`config.mk`:
```
export PLATFORM = sky130hd
export DESIGN_NAME = sar_conv_engine
export DESIGN_NICKNAME = d
export VERILOG_FILES = /design/src/rtl/sar_pkg.sv /design/src/rtl/sar_clkdiv.sv /design/src/rtl/sar_samp_timer.sv /design/src/rtl/sar_approx.sv /design/src/rtl/sar_conv_engine.sv
export SDC_FILE = /design/constraint.sdc
export NUM_CORES = 1
export LEC_CHECK = 0
export ABC_CLOCK_PERIOD_IN_PS = 2800
export BUFFER_PORTS_ARGS = -buffer_cell sky130_fd_sc_hd__buf_2
export CORE_AREA = 10 10 90 92
export DETAILED_ROUTE_END_ITERATION = 7
export DIE_AREA = 0 0 100 102
export MAX_ROUTING_LAYER = met4
export PLACE_DENSITY_LB_ADDON = 0.3
export REMOVE_ABC_BUFFERS = 1
export SYNTH_ARGS = -nofsm -noshare
export SYNTH_HDL_FRONTEND = slang
export SYNTH_HIERARCHICAL = 1
export SYNTH_SLANG_ARGS = --single-unit
```
`constraint.sdc`:
```
create_clock -name clk -period 2.8 [get_ports clk]
set_input_delay 0.28 -clock clk [delete_from_list [all_inputs] [get_ports clk]]
set_output_delay 0.28 -clock clk [all_outputs]
set_load 0.05 [all_outputs]
```
`src/rtl/sar_pkg.sv`:
```
package sar_pkg;
  typedef enum logic [1:0] {
    ST_IDLE = 2'd0,
    ST_SAMP = 2'd1,
    ST_CONV = 2'd2,
    ST_HOLD = 2'd3
  } sar_state_e;
endpackage

```
`src/rtl/sar_clkdiv.sv`:
```
// Conversion clock enable: one tick every 2*(prs+1) bus clocks while running.
module sar_clkdiv #(
  parameter int PRS_W = 5
) (
  input  logic             clk,
  input  logic             rst_n,
  input  logic             run,
  input  logic [PRS_W-1:0] prs,
  output logic             tick
);
  localparam int DW = PRS_W + 1;

  logic [DW-1:0] div_q;
  logic [DW-1:0] top;

  assign top  = {prs, 1'b1};
  assign tick = run && (div_q == top);

  always_ff @(posedge clk or negedge rst_n) begin
    if (!rst_n)     div_q <= '0;
    else if (!run)  div_q <= '0;
    else if (tick)  div_q <= '0;
    else            div_q <= div_q + 1'b1;
  end

  // the shortest conversion clock is two bus clocks
  p_tick_gap_r2: assert property (@(posedge clk) disable iff (!rst_n)
    tick |=> !tick);
endmodule

```
`src/rtl/sar_samp_timer.sv`:
```
// Counts the two-phase sample window in conversion clocks.
module sar_samp_timer #(
  parameter int SMP_W    = 2,
  parameter int FIRST_PH = 2
) (
  input  logic             clk,
  input  logic             rst_n,
  input  logic             run,
  input  logic             tick,
  input  logic [SMP_W-1:0] smp_sel,
  output logic             done
);
  localparam int MAX_LEN = FIRST_PH + (2 << ((1 << SMP_W) - 1));
  localparam int CW      = $clog2(MAX_LEN + 1);

  logic [CW-1:0] cnt_q;
  logic [CW-1:0] len;

  assign len  = CW'(FIRST_PH) + (CW'(2) << smp_sel);
  assign done = run && tick && (cnt_q == len - 1'b1);

  always_ff @(posedge clk or negedge rst_n) begin
    if (!rst_n)     cnt_q <= '0;
    else if (!run)  cnt_q <= '0;
    else if (tick)  cnt_q <= cnt_q + 1'b1;
  end

  // the count never runs past the programmed sample length
  p_samp_bound_r1: assert property (@(posedge clk) disable iff (!rst_n)
    run |-> (cnt_q < len));
endmodule

```
`src/rtl/sar_approx.sv`:
```
// Successive-approximation register: trial mask walks MSB to LSB.
module sar_approx #(
  parameter int W   = 10,
  parameter int LOW = 8
) (
  input  logic         clk,
  input  logic         rst_n,
  input  logic         load,
  input  logic         step,
  input  logic         cmp_ge,
  input  logic         narrow,
  output logic [W-1:0] trial,
  output logic [W-1:0] acc,
  output logic         last
);
  localparam logic [W-1:0] MSB_M    = {1'b1, {(W-1){1'b0}}};
  localparam logic [W-1:0] END_WIDE = {{(W-1){1'b0}}, 1'b1};
  localparam logic [W-1:0] END_NAR  = {{(LOW-1){1'b0}}, 1'b1, {(W-LOW){1'b0}}};

  logic [W-1:0] acc_q;
  logic [W-1:0] mask_q;

  assign trial = acc_q | mask_q;
  assign acc   = acc_q;
  assign last  = (mask_q == (narrow ? END_NAR : END_WIDE));

  always_ff @(posedge clk or negedge rst_n) begin
    if (!rst_n) begin
      acc_q  <= '0;
      mask_q <= '0;
    end else if (load) begin
      acc_q  <= '0;
      mask_q <= MSB_M;
    end else if (step) begin
      if (cmp_ge) acc_q <= acc_q | mask_q;
      mask_q <= mask_q >> 1;
    end
  end

  // only one undecided bit is ever on trial
  p_mask_onehot_r8: assert property (@(posedge clk) disable iff (!rst_n)
    $onehot0(mask_q));
  // every conversion opens with the midscale trial
  p_first_trial_r8: assert property (@(posedge clk) disable iff (!rst_n)
    load |=> (trial == MSB_M));
  // a decided bit is never cleared by a later step
  p_acc_keep_r3: assert property (@(posedge clk) disable iff (!rst_n)
    step |=> ((acc_q & $past(acc_q)) == $past(acc_q)));
endmodule

```
`src/rtl/sar_conv_engine.sv`:
```
module sar_conv_engine
  import sar_pkg::*;
#(
  parameter int RES_W    = 10,
  parameter int RES_N    = 8,
  parameter int PRS_W    = 5,
  parameter int SMP_W    = 2,
  parameter int FIRST_PH = 2
) (
  input  logic             clk,
  input  logic             rst_n,
  input  logic             start_i,
  input  logic             abort_i,
  input  logic             narrow_i,
  input  logic [SMP_W-1:0] smp_sel_i,
  input  logic [PRS_W-1:0] prs_i,
  output logic [RES_W-1:0] dac_code_o,
  input  logic             cmp_ge_i,
  output logic             res_valid_o,
  input  logic             res_ready_i,
  output logic [RES_W-1:0] res_data_o
);
  localparam int PAD = RES_W - RES_N;

  sar_state_e       state_q, state_d;
  logic             narrow_q;
  logic [SMP_W-1:0] smp_q;
  logic [PRS_W-1:0] prs_q;
  logic             tick, samp_done, step, last;
  logic [RES_W-1:0] trial, acc;

  assign step = tick && (state_q == ST_CONV);

  sar_clkdiv #(.PRS_W(PRS_W)) u_div (
    .clk(clk), .rst_n(rst_n),
    .run((state_q == ST_SAMP) || (state_q == ST_CONV)),
    .prs(prs_q), .tick(tick));

  sar_samp_timer #(.SMP_W(SMP_W), .FIRST_PH(FIRST_PH)) u_samp (
    .clk(clk), .rst_n(rst_n), .run(state_q == ST_SAMP),
    .tick(tick), .smp_sel(smp_q), .done(samp_done));

  sar_approx #(.W(RES_W), .LOW(RES_N)) u_sar (
    .clk(clk), .rst_n(rst_n), .load(samp_done), .step(step),
    .cmp_ge(cmp_ge_i), .narrow(narrow_q), .trial(trial), .acc(acc),
    .last(last));

  always_comb begin
    state_d = state_q;
    unique case (state_q)
      ST_IDLE: if (start_i) state_d = ST_SAMP;
      ST_SAMP: if (samp_done) state_d = ST_CONV;
      ST_CONV: if (step && last) state_d = ST_HOLD;
      ST_HOLD: if (res_ready_i) state_d = ST_IDLE;
      default: state_d = ST_IDLE;
    endcase
    if (abort_i) state_d = ST_IDLE;
  end

  always_ff @(posedge clk or negedge rst_n) begin
    if (!rst_n) begin
      state_q  <= ST_IDLE;
      narrow_q <= 1'b0;
      smp_q    <= '0;
      prs_q    <= '0;
    end else begin
      state_q <= state_d;
      if (state_q == ST_IDLE && start_i) begin
        narrow_q <= narrow_i;
        smp_q    <= smp_sel_i;
        prs_q    <= prs_i;
      end
    end
  end

  assign dac_code_o  = (state_q == ST_CONV) ? trial : '0;
  assign res_valid_o = (state_q == ST_HOLD);
  assign res_data_o  = (state_q == ST_HOLD) ? acc : '0;

  // abort empties the engine by the next edge
  p_abort_idle_r6: assert property (@(posedge clk) disable iff (!rst_n)
    abort_i |=> (!res_valid_o && dac_code_o == '0));
  // a stalled result stays put
  p_hold_stable_r5: assert property (@(posedge clk) disable iff (!rst_n)
    (res_valid_o && !res_ready_i && !abort_i) |=> (res_valid_o && $stable(res_data_o)));
  // narrow results carry zero padding below the decided bits
  p_low_zero_r4: assert property (@(posedge clk) disable iff (!rst_n)
    (res_valid_o && narrow_q) |-> (res_data_o[PAD-1:0] == '0));
  // captured settings do not move while a conversion runs
  p_cfg_frozen_r9: assert property (@(posedge clk) disable iff (!rst_n)
    (state_q != ST_IDLE) |=> ((state_q == ST_IDLE) || $stable({narrow_q, smp_q, prs_q})));
endmodule

```
# Yosys cells after proc, flatten, opt, wreduce, memory -nomap -nowiden
# Cells that the tools add are included.
# totals
word_cells,55
out_inout_bits,21
reg_bits,41
# op_classes
n_addsub,4
reduce_logical,12
bitwise_logic,1
shift,1
eq_ne,11
muxes,18
# ops
cell,count
10-bit 2-to-1 mux,7
6-bit 2-to-1 mux,2
10-bit == test,1
2-bit 2-to-1 mux,5
5-bit 2-to-1 mux,2
10-bit bitwise OR,1
2-bit case mux with 4 select lines,1
6-bit by 1-bit adder with 6-bit output (second input constant),1
6-bit == test,1
1-bit logical AND,6
3-bit by 2-bit inequality test with 1-bit output (second input constant),2
3-bit inequality test (second input constant),2
3-bit by 5-bit adder with 5-bit output (first input constant),1
5-bit by 1-bit adder with 5-bit output (second input constant),1
5-bit == test,1
2-bit by 2-bit << shifter with 5-bit output (first input constant),1
5-bit by 1-bit subtractor with 5-bit output (second input constant),1
2-bit == test (second input constant),2
4-bit AND reduction,1
2-bit nonzero test,2
3-bit 2-to-1 mux,1
2-bit by 1-bit == test with 1-bit output (second input constant),1
2-bit logical NOT,1
2-bit inequality test (second input constant),1
other kinds (2),2

# Logic depth before layout (Yosys ltp)
# Gate-level depths: netlist of the first run.
# depth
word_depth,8
mapped_depth,11
depth_no_buf,10

# Modules after synthesis
# Netlist of the first run, hierarchy kept.
# by_module_without_submodules
mod,seq_area_each_um2,n_inst,area_each_um2,cells_per_inst
sar_approx,500.5,1,865.8,80
sar_conv_engine,250.2,1,633.1,60
sar_clkdiv,150.1,1,351.6,33
sar_samp_timer,125.1,1,300.3,31

# Worst setup path before layout of the first run
# No wires, ideal clock.
# synth_timing
path_kind,register -> register
from,register state_q[0]
to,register state_q[0]
arrival_ns,2.586
slack_ns,0.120
n_path_buf,1
synth_period_minus_slack_ns,2.680
stages_incl_launch_ff,12
path_cell_list,dfrtp_1 > inv_1 > ha_1 > nand2_1 > nor4_4 > and2_1 > clkbuf_1 > nand3_1 > a211oi_1 > nor2b_1 > a2111o_1 > a221oi_2
# synth_via
elab_chain_cells,7
word_cells_on_any_way,17
cone_classes,eq/ne (7); mux (2); reduce/logical (8)
# synth_lines
item,line,source
from (decl),sar_conv_engine.sv:25,"sar_state_e state_q, state_d;"
from (signal assigned),sar_conv_engine.sv:67,state_q <= state_d;
2-bit by 1-bit == test with 1-bit output or 2-bit == test (tied branches),sar_conv_engine.sv:36,".run((state_q == ST_SAMP) || (state_q == ST_CONV)),"
1-bit logical OR *,sar_conv_engine.sv:36,
1-bit logical AND *,sar_clkdiv.sv:17,assign tick = run && (div_q == top);
net tick,sar_conv_engine.sv:29,"logic tick, samp_done, step, last;"
1-bit logical AND * (2 in series),sar_samp_timer.sv:20,assign done = run && tick && (cnt_q == len - 1'b1);
net samp_done,sar_conv_engine.sv:29,
3-bit inequality test (no line) *,--,
4-bit AND reduction (no line) *,--,
# Mark *: on every way through the listed nets, which the timed path passes. The rest lies on a longest branch.
# A chain may end at the register's enable or synchronous reset.

# Worst setup path in the final report of the first run
# Ends and elaborated chain as after synthesis.

==> run summary, run 1 <==
Maximum clock rate: 0.409 GHz. The number of different library cells used by synthesis comes to 35. During synthesis, Yosys emitted a total of 6 warnings.

Count of endpoints failing hold in the final timing report: 0. The number of antenna diodes in the final layout is 0. The capture point of the worst reg-to-reg path is state_q[0]$_DFFE_PN0P_.

The initial antenna violation count was 0; the final routed DRC violation total was 0. The category of the most critical setup path is reg -> reg. Each instance of the synthesized netlist takes up on average 10.5 µm². The count of input and output buffers works out to 34. Once layout is complete, the cells apart from fillers number 319. The worst slew slack as a fraction of its limit is 0.400, and the starting DRC count in detailed routing is 73.

The synthesized design spends more area on one cell type than any other, namely sky130_fd_sc_hd__dfrtp_1. Library cell used as clock root buffer: sky130_fd_sc_hd__clkbuf_8. The width of the die was 100 µm. The cell count after synthesis came out at 204. The residual overflow from global routing is 0, and the number of global-route vias before repair is 1581.

Setup repair after global routing left no endpoint under its margin. The slew of the pin with the lowest slew margin was 0.900 ns; the total number of clock tree sinks was 41. The tools report the global-route usage over all layers as 0.0960.

The average routed wire per standard cell is 13.9 µm. The floorplan step defined a core boundary enclosing 6280 µm². The peak fanout along the critical path was 5.

The tightest min-delay check is of the in -> async type. The share of the synthesized area in the top cell type works out to 0.477. The reported leakage power is 1.29 nW. The floorplan row count was 29; the largest vdd supply drop was 0.000479 V.

In this run the critical register-to-register path is launched from state_q[0]$_DFFE_PN0P_. Once detail routing completed, the nets flagged for antenna violations numbered 0. The overall die area was 10200 µm².

STA classifies the critical path endpoint as a flip-flop. The logs give 4450 µm for the total wire length and 0.30 ns for the clock insertion delay at the later pin of the skew report. Dividing total power by cell area gives a power density of 682 nW/µm². Via count of the routed design: 1515. The number of flip-flops and latches in the synthesized netlist works out to 41. The setup check on the worst reg-to-reg path leaves a slack of 0.35 ns. The worst setup path is launched from a flip-flop.

The pre-antenna-repair detailed-routing pass consisted of 4 iterations. The completed layout was analyzed and its total power is 1.74 mW. The tool flagged a number of max-cap violations equal to 0. The required time at the worst-slack endpoint was 3.01 ns; the final period utilization was 0.874. Clock skew on the completed layout was measured at 0.0117 ns. Setup violations remaining at the end of the flow were counted as 0. The clock passes through at most 2 buffers.

Post-CTS repair changed the size of 0 cells. The slowest stage of the critical path belongs to the cell sky130_fd_sc_hd__dfrtp_1. In this design, the stage delay of the slowest critical-path cell is 0.39 ns. Entering global routing, the biggest net connects 42 pins.

The logs give 0 for the max-slew violation total from the final report and 2.66 ns for the arrival time of the worst setup path. The level count of the clock H-tree was 2; the depth of the worst register-to-register path was 10. Fill cell total of the finished layout: 616. Counting the buffers created by CTS gives 5. The signal on the critical path passes through inv_1, ha_1, nand2_1, nor4_4, and2_1, nand3_1, a211oi_2, nor2b_1, a2111o_1, a221oi_2. TritonCTS built the clock tree.

Dividing the detail-routed via count by the number of cells gives 4.75. Layout overhead on the synthesized area: 18.8%. Tracing the worst setup path back leads to its startpoint at state_q[0]$_DFFE_PN0P_. By area the synthesized netlist is led by sky130_fd_sc_hd__dfrtp_1, sky130_fd_sc_hd__and2_1, sky130_fd_sc_hd__mux2i_1, sky130_fd_sc_hd__mux2_1, sky130_fd_sc_hd__nor2_1.

The logs give 0.343 for the initial core utilization and 0.761 for the final weighted congestion in routability-driven placement. The smallest clock period supported by the final layout is computed as 2.45 ns. The run gives 311 as the number of placed instances, taps included. After clock tree synthesis, the clock-pin slew on the worst setup and hold paths is 0.08 ns.

In the final design database the tool counted 262 nets. Pin placement for this block handled 35 I/O pins. The share of the yosys chip area belonging to registers was 0.477; the number of setup buffers added after CTS was 0.

The run finished with clean final reports. The logs give 0.105 ns for the final-layout worst hold slack and 3170 µm for the HPWL after detailed placement. Following the worst setup path forward leads to its endpoint at state_q[0]$_DFFE_PN0P_.

The global-route wire length before repair is 7800 µm. The die is 102 µm tall. The number of hold buffers added after CTS was 0; the fraction of layout cells with a size suffix above 1 was 0.223.

The synthesized netlist occupies a cell area of 2150 µm².
## power by group
group	switching, mW	internal [mW]
Sequential	0.0825	0.679
Combinational	0.251	0.169
Clock	0.205	0.354
## metrics by stage
stage | setup WS, ns | area (µm²) | util | setup TNS, ns
after floorplan | -0.818 | 2120 | - | -6.11
after global placement | 0.471 | 2420 | 0.386 | 0
after detailed placement | 0.361 | 2420 | 0.386 | 0
after CTS | 0.340 | 2550 | 0.407 | 0
after global routing | 0.132 | 2550 | 0.407 | 0
final | 0.353 | 2550 | 0.407 | 0
## synth_stat cells
master	instances
sky130_fd_sc_hd__a2111o_1	1
sky130_fd_sc_hd__a211oi_1	4
sky130_fd_sc_hd__a211oi_2	1
sky130_fd_sc_hd__a21o_1	2
sky130_fd_sc_hd__a21oi_1	3
sky130_fd_sc_hd__a221oi_2	1
sky130_fd_sc_hd__a31o_2	1
sky130_fd_sc_hd__a31oi_1	11
sky130_fd_sc_hd__and2_1	26
sky130_fd_sc_hd__and4b_2	1
sky130_fd_sc_hd__buf_2	1
sky130_fd_sc_hd__clkbuf_1	7
sky130_fd_sc_hd__dfrtp_1	41
sky130_fd_sc_hd__ha_1	7
sky130_fd_sc_hd__inv_1	5
sky130_fd_sc_hd__mux2_1	8
sky130_fd_sc_hd__mux2i_1	11
sky130_fd_sc_hd__nand2_1	5
sky130_fd_sc_hd__nand2b_1	2
sky130_fd_sc_hd__nand3_1	4
sky130_fd_sc_hd__nand3b_1	1
sky130_fd_sc_hd__nand4_1	2
sky130_fd_sc_hd__nor2_1	24
sky130_fd_sc_hd__nor2b_1	4
sky130_fd_sc_hd__nor3_1	1
sky130_fd_sc_hd__nor3b_1	1
sky130_fd_sc_hd__nor4_4	1
sky130_fd_sc_hd__o2111ai_1	1
sky130_fd_sc_hd__o21ai_0	1
sky130_fd_sc_hd__or2_1	10
sky130_fd_sc_hd__or3b_2	1
sky130_fd_sc_hd__or4_1	2
sky130_fd_sc_hd__or4_4	1
sky130_fd_sc_hd__xnor2_1	4
sky130_fd_sc_hd__xor2_1	8
## critical path: cells and delay by family, from the launching register on
kind	cells	cell delay [ns]
adders and majority gates	1	0.37
AOI/OAI and AO/OA	3	0.87
and+or+nand+nor	5	0.62
buffers and inverters	1	0.11
DFF	1	0.39
## worst min path at each step
stage | to | slack (ns) | from
finish | u_sar/mask_q[6]$_DFFE_PN0P_ | 0.11 | rst_n
CTS | u_sar/mask_q[9]$_DFFE_PN0P_ | 0.14 | rst_n
floorplan | narrow_q$_DFFE_PN0P_ | -0.02 | rst_n
global route | state_q[0]$_DFFE_PN0P_ | 0.16 | abort_i
global placement | u_sar/acc[5]$_DFFE_PN0P_ | 0.47 | rst_n
detailed placement | u_sar/acc[5]$_DFFE_PN0P_ | 0.47 | rst_n
## cell type report
class / instances / area [µm²] / area share
Multi-Input combinational cell: 150 / 1080 / 0.423
Sequential cell: 41 / 1030 / 0.402
Timing Repair Buffer: 38 / 200 / 0.0784
Tap cell: 77 / 96.3 / 0.0377
Clock buffer: 5 / 68.8 / 0.0269
Clock inverter: 3 / 65.1 / 0.0255
Inverter: 5 / 18.8 / 0.00735
## routing by layer
layer  routed length (µm)  share of wire  vias up  track usage
met5                    0              0        -            -
met4                  111          0.025        0       0.0522
met3                  103          0.023        8       0.0175
met2                 2040           0.46       19        0.150
met1                 2200           0.49      715        0.115
li1                     -              -      773            -
## cells in the final DEF, fill, tap and decap left out, types with 2 or more instances in the layout
| cell | synthesis | final |
|---|---|---|
| sky130_fd_sc_hd__dfrtp_1 | 41 | 41 |
| sky130_fd_sc_hd__buf_2 | 1 | 34 |
| sky130_fd_sc_hd__and2_1 | 26 | 26 |
| sky130_fd_sc_hd__nor2_1 | 24 | 24 |
| sky130_fd_sc_hd__mux2i_1 | 11 | 11 |
| sky130_fd_sc_hd__a31oi_1 | 11 | 11 |
| sky130_fd_sc_hd__or2_1 | 10 | 10 |
| sky130_fd_sc_hd__mux2_1 | 8 | 8 |
| sky130_fd_sc_hd__xor2_1 | 8 | 8 |
| sky130_fd_sc_hd__ha_1 | 7 | 7 |
| sky130_fd_sc_hd__inv_1 | 5 | 5 |
| sky130_fd_sc_hd__nand2_1 | 5 | 5 |
| sky130_fd_sc_hd__clkbuf_8 | 0 | 5 |
| sky130_fd_sc_hd__nor2b_1 | 4 | 4 |
| sky130_fd_sc_hd__buf_4 | 0 | 4 |
| sky130_fd_sc_hd__nand3_1 | 4 | 4 |
| sky130_fd_sc_hd__xnor2_1 | 4 | 4 |
| sky130_fd_sc_hd__a211oi_1 | 4 | 3 |
| sky130_fd_sc_hd__a21oi_1 | 3 | 3 |
| sky130_fd_sc_hd__nand2b_1 | 2 | 2 |
| sky130_fd_sc_hd__bufinv_16 | 0 | 2 |
| sky130_fd_sc_hd__a21o_1 | 2 | 2 |
| sky130_fd_sc_hd__or4_1 | 2 | 2 |
| sky130_fd_sc_hd__a211oi_2 | 1 | 2 |
| sky130_fd_sc_hd__nand4_1 | 2 | 2 |
## flip-flops by register name (all words and copies together), names as in the netlist
name	flops
prs_q	5
u_sar/acc	10
smp_q	2
state_q	2
u_sar/mask_q	10
u_samp/cnt_q	5
u_div/div_q	6
narrow_q	1
## cells by family after synthesis
family | count (synthesis) | synth area share
AOI/OAI and AO/OA | 26 | 0.0884
xor gates and xnor gates | 12 | 0.0489
adders and majority gates | 7 | 0.0407
buffers and inverters | 13 | 0.0233
DFF | 41 | 0.477
muxes | 19 | 0.0931
and+or+nand+nor | 86 | 0.229
Power figures use the tool's default switching activity.
==> run 2: changes to the inputs <==
--- a/config.mk
+++ b/config.mk
@@ -8,7 +8,7 @@
 export ABC_CLOCK_PERIOD_IN_PS = 2800
 export BUFFER_PORTS_ARGS = -buffer_cell sky130_fd_sc_hd__buf_2
-export CORE_AREA = 10 10 90 92
+export CORE_AREA = 2 2 82 84
 export DETAILED_ROUTE_END_ITERATION = 7
-export DIE_AREA = 0 0 100 102
+export DIE_AREA = 0 0 84 86
 export MAX_ROUTING_LAYER = met4
 export PLACE_DENSITY_LB_ADDON = 0.3
==> constraint.sdc (replaced) <==
create_clock -name clk -period 2.8 [get_ports clk]
set_input_delay 0.28 -clock clk [delete_from_list [all_inputs] [get_ports clk]]
set_output_delay 0.28 -clock clk [all_outputs]
set_load 0.01 [all_outputs]
==> run 2 against run 1 <==
  * Sequential power hardly changed
  * Routed wire length is 2.4% lower
  * Final cell count stayed put
  * Sequential share of layout area is 0.40 points higher
  * Non-clock buffer count is 1 higher
  * Maximum frequency is 6.5% lower
  * Clock skew is 0.0073 ns lower
  * Power is 7.9% lower
  * Largest power group unchanged
==> run summary, run 2 (synthesis gave the netlist of run 1 again) <==
The run gives 34 as the starting DRC count in detailed routing. The cell family contributing the most delay on the critical path is simple AND/OR/NAND/NOR gates. The number of hold buffers added after CTS was 0.

The total clock buffers created by CTS was 5; the slew of the pin with the lowest slew margin was 0.914 ns. The logs give 0 for the count of endpoints failing hold in the final timing report and 310 for the number of placed instances, taps included. The tool flagged a number of max-cap violations equal to 0. For the layout net count, the log shows 263. The run gives 2 as the maximum root-to-sink buffer count. The tools report the largest net degree at the start of global routing as 42.

The die is 84 µm wide. The total wire length came out at 4350 µm. For the HPWL after detailed placement, the log shows 2890 µm. The total iterations of the first detailed-routing run is 4, and the peak fanout along the critical path is 5. CTS saw 41 sinks. The average routed wire per standard cell came out at 13.6 µm.

The commonest non-fill, non-tap cell in the layout is sky130_fd_sc_hd__dfrtp_1. The number of global-route vias before repair is 1522, and the count of boundary I/O pins is 35. The critical path goes through inv_1, ha_4, nand2_1, nor4_4, and2_4, nand3_1, a211oi_2, nor2b_1, a2111o_1, a221oi_2. The slowest stage of the critical path is the sky130_fd_sc_hd__nor4_4 cell. The die is 86 µm tall.

The required time at the worst-slack endpoint was 3.00 ns. The worst setup path is captured at a flip-flop. The path class of the tightest hold or removal check is in -> async.

The tools report the floorplan row count as 29. The maximum clock rate is 0.382 GHz. Global routing finished with a remaining overflow of 0. The area growth from synthesis to layout is 17.6%. The final instance area was 2530 µm²; the reported leakage power was 1.27 nW. The overall power consumption is 1.60 mW.

The category of the most critical setup path is reg -> reg. The run gives 2.82 ns as the arrival time of the worst setup path. The final period utilization came out at 0.935.

The count of input and output buffers was 34; the fraction of layout cells with a size suffix above 1 was 0.227. The run gives 2 as the level count of the clock H-tree. In this design, the stage delay of the slowest critical-path cell is 0.40 ns. Initial core utilization: 0.343. The tools report the initial antenna violation count as 0. For the post-route clock skew, the log shows 0.00436 ns.

The global-route usage over all layers is 0.131. The post-CTS clock slew at the launch and capture registers of the worst setup and hold paths was 0.08 ns; the global-route wire length before repair was 7330 µm. The floorplan step defined a die boundary enclosing 7220 µm². The max-slew violation total from the final report is 0.

The buffer and inverter count on the worst path was 1. TritonCTS built the clock tree. Total power density per cell area: 634 nW/µm². The run finished with clean final reports.

After detailed routing, the number of vias per cell comes to 4.84. The detailed router placed 1545 vias in this run. The library cell used as clock root buffer is sky130_fd_sc_hd__clkbuf_8.

The worst setup path is launched from a flip-flop. The final weighted congestion in routability-driven placement was 0.737. The non-filler instance count after layout is 319. The total core area is 6280 µm². At the later pin of the worst-skew pair, clock insertion delay measures 0.29 ns. In the layout the commonest cells are sky130_fd_sc_hd__dfrtp_1, sky130_fd_sc_hd__buf_2, sky130_fd_sc_hd__and2_1. The logs give 0 for the final setup violation count and 0.000391 V for the largest vdd supply drop. The post-layout minimum cycle time is 2.62 ns, and the residual antenna-violating net count after detailed routing is 0.

The logs give 0.391 for the worst slew slack as a fraction of its limit and 0 for the final routed DRC violation total. The number of antenna diodes in the final layout is 0. The placement-stage cell area was 2410 µm².
## run 2: cell count changes in the layout (fill, tap and decap cells not counted)
cell,previous run,this run
sky130_fd_sc_hd__clkbuf_1,0,1
sky130_fd_sc_hd__buf_4,4,5
sky130_fd_sc_hd__ha_1,7,6
sky130_fd_sc_hd__ha_4,0,1
sky130_fd_sc_hd__bufinv_16,2,0
sky130_fd_sc_hd__and2_4,0,1
sky130_fd_sc_hd__clkinv_2,1,0
sky130_fd_sc_hd__clkbuf_8,5,6
sky130_fd_sc_hd__and2_1,26,25
## run 2: path summary, 6_finish.rpt
check | start | slack [ns] | endpoint | cells after the start
worst max-delay path | state_q[0]$_DFFE_PN0P_ | 0.18 | state_q[0]$_DFFE_PN0P_ | 10
worst min-delay path | rst_n | 0.12 | u_sar/acc[5]$_DFFE_PN0P_ | 1
worst max register to register | state_q[0]$_DFFE_PN0P_ | 0.18 | state_q[0]$_DFFE_PN0P_ | 10
worst min register to register | u_sar/acc[2]$_DFFE_PN0P_ | 0.50 | u_sar/acc[2]$_DFFE_PN0P_ | 2
max in group asynchronous | rst_n | 2.11 | prs_q[3]$_DFFE_PN0P_ | 1
min in group clk | abort_i | 0.16 | state_q[0]$_DFFE_PN0P_ | 2
## run 2: power breakdown
part	internal [mW]	switching (mW)	leakage, nW	total (mW)
combinational	0.198	0.255	0.675	0.453
sequential	0.679	0.0815	0.552	0.761
clock	0.196	0.195	0.0443	0.391
## run 2: area by class of cell
| type | instances | area, µm² |
|---|---|---|
| Sequential cell | 41 | 1030 |
| Clock buffer | 7 | 86.3 |
| Fill cell | 622 | 3750 |
| Multi-Input combinational cell | 150 | 1090 |
| Timing Repair Buffer | 39 | 208 |
| Inverter | 5 | 18.8 |
| Tap cell | 77 | 96.3 |
## run 2: what timing repair did
item	4_1_cts	5_1_grt
setup buffers	0	2
gates resized for setup	0	2
endpoints found under the setup margin	0	1
## run 2: metrics by stage
stage | setup TNS (ns) | hold WS (ns) | setup slack (ns) | utilization
after floorplan | -6.11 | -0.0156 | -0.818 | -
after global placement | 0 | 0.470 | 0.320 | 0.384
after detailed placement | 0 | 0.476 | 0.192 | 0.384
after CTS | 0 | 0.162 | 0.139 | 0.398
after global routing | -0.0147 | 0.160 | -0.0147 | 0.403
final | 0 | 0.123 | 0.182 | 0.403
## run 2: worst register-to-register path: stages, from the launching register on
cell and delay, ns:
sky130_fd_sc_hd__dfrtp_1 0.38, sky130_fd_sc_hd__inv_1 0.13, sky130_fd_sc_hd__ha_4 0.31, sky130_fd_sc_hd__nand2_1 0.08, sky130_fd_sc_hd__nor4_4 0.40, sky130_fd_sc_hd__and2_4 0.22
sky130_fd_sc_hd__nand3_1 0.09, sky130_fd_sc_hd__a211oi_2 0.21, sky130_fd_sc_hd__nor2b_1 0.09, sky130_fd_sc_hd__a2111o_1 0.35, sky130_fd_sc_hd__a221oi_2 0.27
## run 2: per-layer routing
layer,global-route usage,up-vias,routed length (µm)
met3,0.0260,6,95
met2,0.201,23,2000
li1,-,774,-
met4,0.0484,0,72
met5,-,-,0
met1,0.173,742,2170
